File: src/rtl/bxc_pkg.sv
package bxc_pkg;

    // Sampled level of a capture clock, as seen by the edge machine.
    typedef enum logic {
        EDG_LOW  = 1'b0,
        EDG_HIGH = 1'b1
    } edg_state_t;

    localparam int unsigned N_DIR  = 2;
    localparam int unsigned DIR_AB = 0;
    localparam int unsigned DIR_BA = 1;

endpackage

File: src/rtl/bxc_edge_fsm.sv
module bxc_edge_fsm
    import bxc_pkg::*;
(
    input  logic clk,
    input  logic rst_n,
    input  logic cp,
    output logic rise
);

    edg_state_t st_q;
    edg_state_t st_d;

    // State register. Reset assumes the clock was high, so no false edge follows reset.
    always_ff @(posedge clk or negedge rst_n) begin
        if (!rst_n) begin
            st_q <= EDG_HIGH;
        end else begin
            st_q <= st_d;
        end
    end

    // Next state and edge output.
    always_comb begin
        st_d = st_q;
        rise = 1'b0;
        unique case (st_q)
            EDG_LOW: begin
                if (cp) begin
                    st_d = EDG_HIGH;
                    rise = 1'b1;
                end
            end
            EDG_HIGH: begin
                if (!cp) begin
                    st_d = EDG_LOW;
                end
            end
            default: st_d = EDG_HIGH;
        endcase
    end

endmodule

File: src/rtl/bxc_lane.sv
module bxc_lane #(
    parameter int unsigned DATA_W = 18
) (
    input  logic              clk,
    input  logic              rst_n,
    input  logic [DATA_W-1:0] din,
    input  logic              le,
    input  logic              cp,
    input  logic              ce_n,
    input  logic              oe_n,
    output logic [DATA_W-1:0] dout,
    output logic [DATA_W-1:0] doe
);

    logic              cp_rise;
    logic              load;
    logic [DATA_W-1:0] store_q;

    bxc_edge_fsm u_edge (
        .clk   (clk),
        .rst_n (rst_n),
        .cp    (cp),
        .rise  (cp_rise)
    );

    // Reload while passing through; otherwise only on an enabled rising edge.
    assign load = le | (cp_rise & ~ce_n);

    always_ff @(posedge clk or negedge rst_n) begin
        if (!rst_n) begin
            store_q <= '0;
        end else if (load) begin
            store_q <= din;
        end
    end

    assign dout = le ? din : store_q;
    assign doe  = {DATA_W{rst_n & ~oe_n}};

endmodule

File: src/rtl/bxc_transceiver.sv
module bxc_transceiver
    import bxc_pkg::*;
#(
    parameter int unsigned DATA_W = 18
) (
    input  logic              clk,
    input  logic              rst_n,
    input  logic [DATA_W-1:0] a_in,
    output logic [DATA_W-1:0] a_out,
    output logic [DATA_W-1:0] a_oe,
    input  logic [DATA_W-1:0] b_in,
    output logic [DATA_W-1:0] b_out,
    output logic [DATA_W-1:0] b_oe,
    input  logic              ab_oe_n,
    input  logic              ab_le,
    input  logic              ab_cp,
    input  logic              ab_ce_n,
    input  logic              ba_oe_n,
    input  logic              ba_le,
    input  logic              ba_cp,
    input  logic              ba_ce_n
);

    logic [DATA_W-1:0] lane_din  [N_DIR];
    logic [DATA_W-1:0] lane_dout [N_DIR];
    logic [DATA_W-1:0] lane_doe  [N_DIR];
    logic [N_DIR-1:0]  lane_le;
    logic [N_DIR-1:0]  lane_cp;
    logic [N_DIR-1:0]  lane_ce_n;
    logic [N_DIR-1:0]  lane_oe_n;

    assign lane_din[DIR_AB]  = a_in;
    assign lane_din[DIR_BA]  = b_in;
    assign lane_le   = {ba_le,   ab_le};
    assign lane_cp   = {ba_cp,   ab_cp};
    assign lane_ce_n = {ba_ce_n, ab_ce_n};
    assign lane_oe_n = {ba_oe_n, ab_oe_n};

    for (genvar d = 0; d < N_DIR; d++) begin : g_dir
        bxc_lane #(.DATA_W(DATA_W)) u_lane (
            .clk   (clk),
            .rst_n (rst_n),
            .din   (lane_din[d]),
            .le    (lane_le[d]),
            .cp    (lane_cp[d]),
            .ce_n  (lane_ce_n[d]),
            .oe_n  (lane_oe_n[d]),
            .dout  (lane_dout[d]),
            .doe   (lane_doe[d])
        );
    end

    assign b_out = lane_dout[DIR_AB];
    assign b_oe  = lane_doe[DIR_AB];
    assign a_out = lane_dout[DIR_BA];
    assign a_oe  = lane_doe[DIR_BA];

endmodule

File: config.mk
export PLATFORM = sky130hd
export DESIGN_NAME = bxc_transceiver
export DESIGN_NICKNAME = d
export VERILOG_FILES = /design/src/rtl/bxc_pkg.sv /design/src/rtl/bxc_edge_fsm.sv /design/src/rtl/bxc_lane.sv /design/src/rtl/bxc_transceiver.sv
export SDC_FILE = /design/constraint.sdc
export NUM_CORES = 1
export LEC_CHECK = 0
export BUFFER_PORTS_ARGS = -buffer_cell sky130_fd_sc_hd__buf_4
export CORE_ASPECT_RATIO = 1.5
export CORE_MARGIN = 8
export CORE_UTILIZATION = 30
export CTS_CLUSTER_DIAMETER = 120
export DETAILED_ROUTE_END_ITERATION = 16
export MAX_ROUTING_LAYER = met4
export PLACE_DENSITY = 0.67
export REMOVE_ABC_BUFFERS = 1
export SLEW_MARGIN = 40
export SYNTH_ARGS = -nofsm -noshare
export SYNTH_HDL_FRONTEND = slang
export SYNTH_SLANG_ARGS = --single-unit
File: constraint.sdc
create_clock -name clk -period 1.38 [get_ports clk]
set_input_delay 0.207 -clock clk [delete_from_list [all_inputs] [get_ports clk]]
set_output_delay 0.207 -clock clk [all_outputs]
set_load 0.03 [all_outputs]
# Yosys cells after proc, flatten, opt, wreduce, memory -nomap -nowiden
# Cells that the tools add are included.
dict set report word_totals {
  input_bits 46
  regBits 38
}
dict set report op_classes {
  bitwise_logic 10
  n_mux 6
}
# op count
set op_table {}
lappend op_table {{18-bit two-way mux} 2}
lappend op_table {{1-bit bitwise AND} 4}
lappend op_table {{1-bit two-way mux} 4}
lappend op_table {{1-bit NOT} 4}
lappend op_table {{1-bit bitwise OR} 2}

# Longest topological paths before layout
# Gate-level depths: netlist of the first run.
dict set report depth {
  ltp_word 4
  mapped_depth 5
}

# By module
# From an unflattened synthesis of the first run, not the netlist that was laid out.
dict set report hier_totals {
  hier_cells 158
  hier_area_um2 2247.2
}
# module seq_area_each_um2 instances area_per_inst_um2 cells_per_inst
set by_module_without_submodules {}
lappend by_module_without_submodules {bxc_lane 450.4 2 1083.5 77}
lappend by_module_without_submodules {bxc_edge_fsm 26.3 2 40.0 2}

# Worst setup path before layout of the first run
# No wires, ideal clock.
dict set report synth_path {
  kind {input -> output}
  start {input port rst_n}
  end {output port a_oe[10]}
  slack_ps -352
  t_required_ps 1173
  arrival_ps 1525
  path_stages 2
  path_cell_list {nor2b_1 -> buf_4}
}
dict set report synth_between {
  elab_chain_len 1
}
# item line_no
set synth_rtl {}
lappend synth_rtl {{from (decl)} bxc_transceiver.sv:7} ;# input logic rst_n,
lappend synth_rtl {{1-bit bitwise AND} bxc_lane.sv:38} ;# assign doe = {DATA_W{rst_n & ~oe_n}};
lappend synth_rtl {{to (decl)} bxc_transceiver.sv:10} ;# output logic [DATA_W-1:0] a_oe,
# Every way passes these cells.

# Final worst setup path of the first run
dict set report layout_path {
  start {register g_dir[0].u_lane.store_q[12]}
  end {output port b_out[12]}
}
dict set report layout_between {
  elab_chain_len 1
}
# item line_no
set layout_rtl {}
lappend layout_rtl {{from (decl)} bxc_lane.sv:17} ;# logic [DATA_W-1:0] store_q;
lappend layout_rtl {{from (signal assigned)} bxc_lane.sv:33} ;# store_q <= din;
lappend layout_rtl {{18-bit two-way mux} bxc_lane.sv:37} ;# assign dout = le ? din : store_q;
lappend layout_rtl {{to (decl)} bxc_transceiver.sv:12} ;# output logic [DATA_W-1:0] b_out,
# Every way passes these cells.

==> metrics.csv, run 1 <==
stage,metric,value,unit
outcome,outcome,completed,
synth,Post-Synth XOR/XNOR Area,0,%
cells_and_area,Multi-input gate area,1221,um^2
placement,placed instance area,3262,um^2
floorplan,DIE AREA,11690,um^2
sta,max-slew violations,0,
floorplan,initial core utilization,30.44,%
cells_and_area,layout cells sized above 1,39.23,%
power_and_ir_drop,"Power, Total",3.540,mW
detailed_routing,WL per Instance,15.01,um
cells_and_area,ANT cells,0,
floorplan,core area,8310,um^2
cells_and_area,register area,953.4,um^2
clocking,Num CTS Buffers,5,
worst_setup_path,"Buf+Inv Stages, Crit Path",1,
global_route,initial antenna violation count,0,
global_route,vias in the first global route,2330,
worst_setup_path,worst path required time,1170,ps
worst_setup_path,family with the most delay on the worst path,flip-flops,
floorplan,row cnt,41,
worst_setup_path,Levels on crit path,3,
synth,Mapped Area,2530,um^2
synth,multiplexer share of the synthesized area,0,%
sta,crit share post-route,84.62,%
worst_setup_path,Critical Path End,b_out[12],
clocking,Worst-Skew Late Latency,270,ps
worst_setup_path,CP max FO,2,
placement,DPL Wire Length,5.171,mm
sta,Tightest Pin Transition,314.8,ps
synth,post-synth cell types,12,
worst_setup_path,crit path DAT,960,ps
job,Max-cap violations,0,
cells_and_area,fillers,845,
floorplan,I/O pin cnt,118,
floorplan,die height,128.5,um
power_and_ir_drop,leak pwr,1.657,nW
sta,Peak Freq,856.3,MHz
clocking,post-cts resize count,0,
worst_setup_path,worst-path cell chain,nand2b_1 > nand2_1 > buf_4,
worst_setup_path,worst r2r src,g_dir[0].u_lane.u_edge.st_q,
cells_and_area,most frequent cells in the layout,"buf_4 (130), nand2_1 (72)",
worst_setup_path,flop2flop setup slack,240,ps
cells_and_area,P&R area growth vs syn,36.84,%
detailed_routing,first-pass iteration count of the detailed router,4,
detailed_routing,DR vias,2221,
worst_setup_path,"slowest stage delay, CP",360,ps
clocking,Max H-tree Level,2,
cells_and_area,cell area after layout,3462,um^2
global_route,GR Overflow Total,0,
worst_setup_path,reg2reg end,g_dir[0].u_lane.store_q[15],
synth,Synth Area in Adders,0,%
synth,largest family of logic cells by synthesized area,simple AND/OR/NAND/NOR gates,
synth,Synth Register Bits,38,
sta,unrepaired setup endpoints after global routing,false,
worst_setup_path,CP Capture Type,primary output,
clocking,CTS sink count,38,
global_route,pin count of the biggest net entering global routing,37,
clocking,Clock Tree Root,clkbuf_16,
clocking,Clock Tree Buf Depth,2,
sta,final hold vios,0,
synth,Synth Area in Compound Gates,10.68,%
min_path,Hold Crit Class,input pin to flop,
sta,Setup Skew,2.910,ps
power_and_ir_drop,Power Dens Cells,1022,nW/um^2
detailed_routing,Final ANT Viol Nets,0,
placement,IO Port Bufs,117,
floorplan,die width,90.98,um
worst_setup_path,Crit Path Category,flop to primary output,
detailed_routing,final WL,7.042,mm
sta,final worst slack,212.2,ps
global_route,first-pass GRT wire length,11.50,mm
worst_setup_path,CP max stage cell,dfrtp_1,
sta,minimum clock period,1168,ps
worst_setup_path,Worst R2R Path Depth,3,
synth,cell count after synthesis,276,
cells_and_area,nets@finish,407,
synth,sequential cell area fraction in the yosys report,37.69,%
worst_setup_path,type of element launching the critical path,flop,
detailed_routing,DR vias/cell,4.736,
global_route,all-layer global routing usage,11.83,%
placement,final RePlAce weighted congestion,0.6960,
synth,simple-gate share of the synthesized area,37.59,%
worst_setup_path,Crit. Startpoint,g_dir[0].u_lane.store_q[12],
synth,Ys Warns,0,
detailed_routing,DRC Markers,0,
power_and_ir_drop,Max IR drop VDD,535.5,uV
clocking,clk slew on worst S/H paths,60,ps
synth,syn_area_per_cell,9.166,um^2
clocking,CTS tree,built,
sta,Final setup viols,0,
cells_and_area,"commonest non-fill, non-tap cell in the layout",buf_4,
placement,pre-CTS setup slack,-18.33,ps
sta,relative slew slack,79.01,%
detailed_routing,initial detailed-routing violation count,62,
-- report_power, final --
part	leakage (nW)	internal, mW	total [mW]	switching (mW)
Clock	0.0739	0.716	1.14	0.425
Sequential	0.454	1.23	1.26	0.0326
Combinational	1.13	0.463	1.14	0.674
Total	1.66	2.41	3.54	1.13
-- flip-flops by register name (all words and copies together), names as in the netlist --
register,count
g_dir.u_lane.u_edge.st_q,2
g_dir.u_lane.store_q,36
-- cell type report --
type	instances	share of cell area (%)
Multi-Input combinational cell	184	35.27
Timing Repair Buffer	132	29.06
Sequential cell	38	27.54
Clock buffer	7	4.120
Tap cell	107	3.867
Clock inverter	1	0.1446
-- synthesized netlist by cell type (all sizes together) --
| library cell | count | area, um^2 |
|---|---|---|
| buf | 44 | 317.8 |
| o211ai | 36 | 270.3 |
| nand2 | 72 | 270.3 |
| nor2b | 2 | 12.51 |
| nor3b | 2 | 37.54 |
| nand4bb | 36 | 405.4 |
| clkbuf | 10 | 37.54 |
| dfrtp | 36 | 900.9 |
| dfstp | 2 | 52.55 |
| nand2b | 36 | 225.2 |
-- worst min-delay path by stage --
stage              from                           to  slack (ps)  depth (start not counted)
4_1_cts        a_in[10]  g_dir[0].u_lane.store_q[10]         180                          3
3_5_place_dp      rst_n  g_dir[1].u_lane.store_q[10]         240                          2
2_1_floorplan     rst_n   g_dir[0].u_lane.store_q[0]         -90                          0
5_1_grt         b_in[7]   g_dir[1].u_lane.store_q[7]         190                          3
3_3_place_gp      rst_n   g_dir[0].u_lane.store_q[5]         240                          2
6_report       a_in[10]  g_dir[0].u_lane.store_q[10]         180                          3
-- layer usage --
metal	part of all wire (%)	vias up	routed length, um	global-route usage, %
met1	44	1045	3070	13.51
met2	51	73	3565	20.39
met3	5.1	4	362	2.914
li1	-	1099	-	-
met4	0.61	0	43	2.614
met5	0	-	0	-
-- through the flow --
step | hold WS (ps) | TNS, ps | util (%) | instances
3_5_place_dp | 236.9 | -28.47 | 39.25 | 456
2_1_floorplan | -88.59 | -218020 | - | 222
3_3_place_gp | 238.8 | 0 | 39.25 | 456
5_1_grt | 186.2 | 0 | 41.66 | 469
6_report | 183.8 | 0 | 41.66 | 469
4_1_cts | 179.6 | 0 | 41.15 | 465
-- kinds of logic (layout without fill, tap and decap cells) --
logic type / Yosys count / count (layout)
buf+inv: 54 / 140
simple gates: 148 / 148
flops: 38 / 38
compound gates: 36 / 36
-- worst register-to-register path: cells and delay by family (launching register included) --
kind,cells,cell delay (ps)
compound gates,1,100
buf+inv,1,220
simple gates,1,150
flops,1,550
-- timing repair --
| action | CTS | global route |
|---|---|---|
| hold endpoints to repair | 36 | 0 |
| pin swaps | 3 | 2 |
| hold buffers | 1 | 0 |
| endpoints found under the setup margin | 7 | 36 |
| setup buffers | 0 | 4 |
(Power assumes the default switching activity.)
==> inputs of run 2 (changes only) <==
clock period = 1.2 ns   (was 1.38 ns; I/O delays follow)
==> metrics.csv, run 2 (synthesis results as in run 1) <==
stage,metric,value,unit,change
clocking,cts hold-fix bufs,0,,-1
power_and_ir_drop,leak pwr,1.651,nW,-0.39%
global_route,all-layer global routing usage,12.61,%,+0.78 points
cells_and_area,largest registers,"g_dir.u_lane.store_q x36, g_dir.u_lane.u_edge.st_q x2",,
worst_setup_path,reg2reg end,g_dir[1].u_lane.store_q[9],,
worst_setup_path,worst-path cell chain,nand2b_1 > nand2_1 > buf_4,,
detailed_routing,WL per Instance,15.43,um,+2.8%
cells_and_area,layout cells sized above 1,38.78,%,-0.45 points
power_and_ir_drop,sequential share of power,36.0,%,+0.3 points
detailed_routing,DRC Markers,0,,unchanged
sta,Final setup viols,0,,unchanged
floorplan,I/O pin cnt,118,,unchanged
placement,DPL Wire Length,5.280,mm,+2.1%
cells_and_area,ANT cells,0,,unchanged
clocking,CTS tree,built,,
job,Max-cap violations,0,,unchanged
sta,unrepaired setup endpoints after global routing,false,,
cells_and_area,max reg flops,36,,unchanged
clocking,Clock Tree Buf Depth,2,,unchanged
sta,max-slew violations,0,,unchanged
global_route,GR Overflow Total,0,,unchanged
cells_and_area,fin util,41.73,%,+0.075 points
worst_setup_path,Worst R2R Path Depth,3,,unchanged
cells_and_area,P&R area growth vs syn,37.09,%,
worst_setup_path,CP max stage cell,dfrtp_1,,
worst_setup_path,worst r2r src,g_dir[1].u_lane.u_edge.st_q,,
detailed_routing,initial detailed-routing violation count,149,,+140%
power_and_ir_drop,Power Dens Cells,1161,nW/um^2,+14%
detailed_routing,DR vias/cell,4.808,,+1.5%
clocking,Num CTS Buffers,5,,unchanged
worst_setup_path,worst path required time,1020,ps,-150 ps
power_and_ir_drop,clock share of power,31.1,%,-1.1 points
sta,final hold slack,-2.391,ps,-186.2 ps
floorplan,die height,128.5,um,unchanged
min_path,Hold Crit Class,input pin to async pin,,
outcome,failing checks,negative hold slack,,
outcome,outcome,finished with violations,,
power_and_ir_drop,Internal Power,2.730,mW,+13%
sta,Peak Freq,873.1,MHz,
cells_and_area,nets@finish,406,,-0.25%
worst_setup_path,"slowest stage delay, CP",370,ps,about the same
worst_setup_path,type of element launching the critical path,flop,,
power_and_ir_drop,switching fraction of total power,32.22,%,+0.28 points
cells_and_area,Biggest register,g_dir.u_lane.store_q,,
clocking,Worst-Skew Late Latency,280,ps,about the same
floorplan,initial core utilization,30.44,%,unchanged
worst_setup_path,CP Capture Type,primary output,,
sta,crit share post-route,95.45,%,
sta,final hold vios,10,,+10
floorplan,row cnt,41,,unchanged
clocking,clk slew on worst S/H paths,60,ps,about the same
clocking,Max H-tree Level,2,,unchanged
placement,IO Port Bufs,117,,unchanged
floorplan,die width,90.98,um,unchanged
sta,relative slew slack,65.74,%,-13 points
detailed_routing,first-pass iteration count of the detailed router,4,,unchanged
sta,Setup Skew,6.316,ps,+3.406 ps
power_and_ir_drop,NetSw,1.298,mW,+15%
global_route,pin count of the biggest net entering global routing,39,,+5.4%
global_route,initial antenna violation count,0,,unchanged
worst_setup_path,crit path DAT,970,ps,about the same
sta,minimum clock period,1145,ps,
worst_setup_path,flop2flop setup slack,80,ps,-160 ps
global_route,vias in the first global route,2404,,+3.2%
worst_setup_path,Crit Path Category,flop to primary output,,
global_route,first-pass GRT wire length,12.02,mm,+4.5%
cells_and_area,most frequent cells in the layout,"buf_4 (125), nand2_1 (72)",,
placement,final RePlAce weighted congestion,0.7224,,+3.8%
detailed_routing,Final ANT Viol Nets,0,,unchanged
power_and_ir_drop,"Power, Total",4.027,mW,+14%
power_and_ir_drop,Max IR drop VDD,668.0,uV,+25%
detailed_routing,DR vias,2250,,+1.3%
clocking,Clock Tree Root,clkbuf_16,,
clocking,CTS sink count,38,,unchanged
detailed_routing,final WL,7.223,mm,+2.6%
cells_and_area,"commonest non-fill, non-tap cell in the layout",buf_4,,
floorplan,core area,8310,um^2,unchanged
worst_setup_path,CP max FO,2,,unchanged
floorplan,DIE AREA,11690,um^2,unchanged
power_and_ir_drop,Logic pwr share,32.9,%,+0.8 points
sta,Tightest Pin Transition,513.9,ps,+199.0 ps
run 2: cell count changes in the layout (fill, tap and decap cells not counted), sizes merged:
cell | previous run | this run
dlygate4sd3 | 1 | 0
clkbuf | 7 | 8
clkinv | 1 | 0
run 2: worst max-delay path: cells and delay by family, from the launching register on:
kind / cells / cell delay [ps]
flops: 1 / 370
simple gates: 2 / 170
buf+inv: 1 / 160
run 2: power groups by stage:
| stage | logic [mW] | clock network, mW | registers (mW) |
|---|---|---|---|
| 6_report | 1.32 | 1.25 | 1.45 |
| 5_1_grt | 1.43 | 1.37 | 1.47 |
| 4_1_cts | 1.33 | 1.31 | 1.45 |
| 3_5_place_dp | 1.31 | 0 | 1.48 |
| 3_3_place_gp | 1.29 | 0 | 1.47 |
| 2_1_floorplan | 0.702 | 0 | 1.47 |
run 2: repair_timing:
| item | in CTS | in global routing |
|---|---|---|
| setup endpoints to repair | 36 | 9 |
| gates resized for setup | 0 | 4 |
| hold endpoints to repair | 0 | 0 |
| gates cloned | 0 | 0 |
| pin swaps | 2 | 0 |
| setup buffers | 3 | 2 |
run 2: area by class of cell:
type | instances | area (um^2)
Clock buffer | 8 | 136.4
Fill cell | 834 | 4842
Tap cell | 107 | 133.9
Sequential cell | 38 | 953.4
Multi-Input combinational cell | 184 | 1221
Timing Repair Buffer | 131 | 1023
run 2: routing by layer:
metal | part of all wire, % | up-vias | global-route usage [%]
met2 | 53 | 62 | 22.37
met3 | 4.3 | 4 | 3.205
li1 | - | 1098 | -
met5 | 0 | - | -
met1 | 42 | 1086 | 13.75
met4 | 0.69 | 0 | 3.001
run 2: worst max-delay path by stage:
stage | start | to | slack (ps)
3_3_place_gp | g_dir[1].u_lane.u_edge.st_q | g_dir[1].u_lane.store_q[14] | -190
2_1_floorplan | ba_oe_n | a_oe[0] | -6180
3_5_place_dp | g_dir[1].u_lane.u_edge.st_q | g_dir[1].u_lane.store_q[16] | -190
4_1_cts | g_dir[1].u_lane.store_q[8] | a_out[8] | 20
5_1_grt | g_dir[1].u_lane.store_q[15] | a_out[15] | 1
6_report | g_dir[0].u_lane.store_q[15] | b_out[15] | 50
run 2: metrics by stage:
stage / setup WS (ps) / area, um^2 / std cells / TNS (ps)
finish: 54.59 / 3468 / 468 / 0
global route: 1.209 / 3468 / 468 / 0
CTS: 23.67 / 3438 / 466 / 0
detailed placement: -189.8 / 3254 / 455 / -5719
global placement: -185.5 / 3254 / 455 / -4766
floorplan: -6182 / 2175 / 222 / -222560
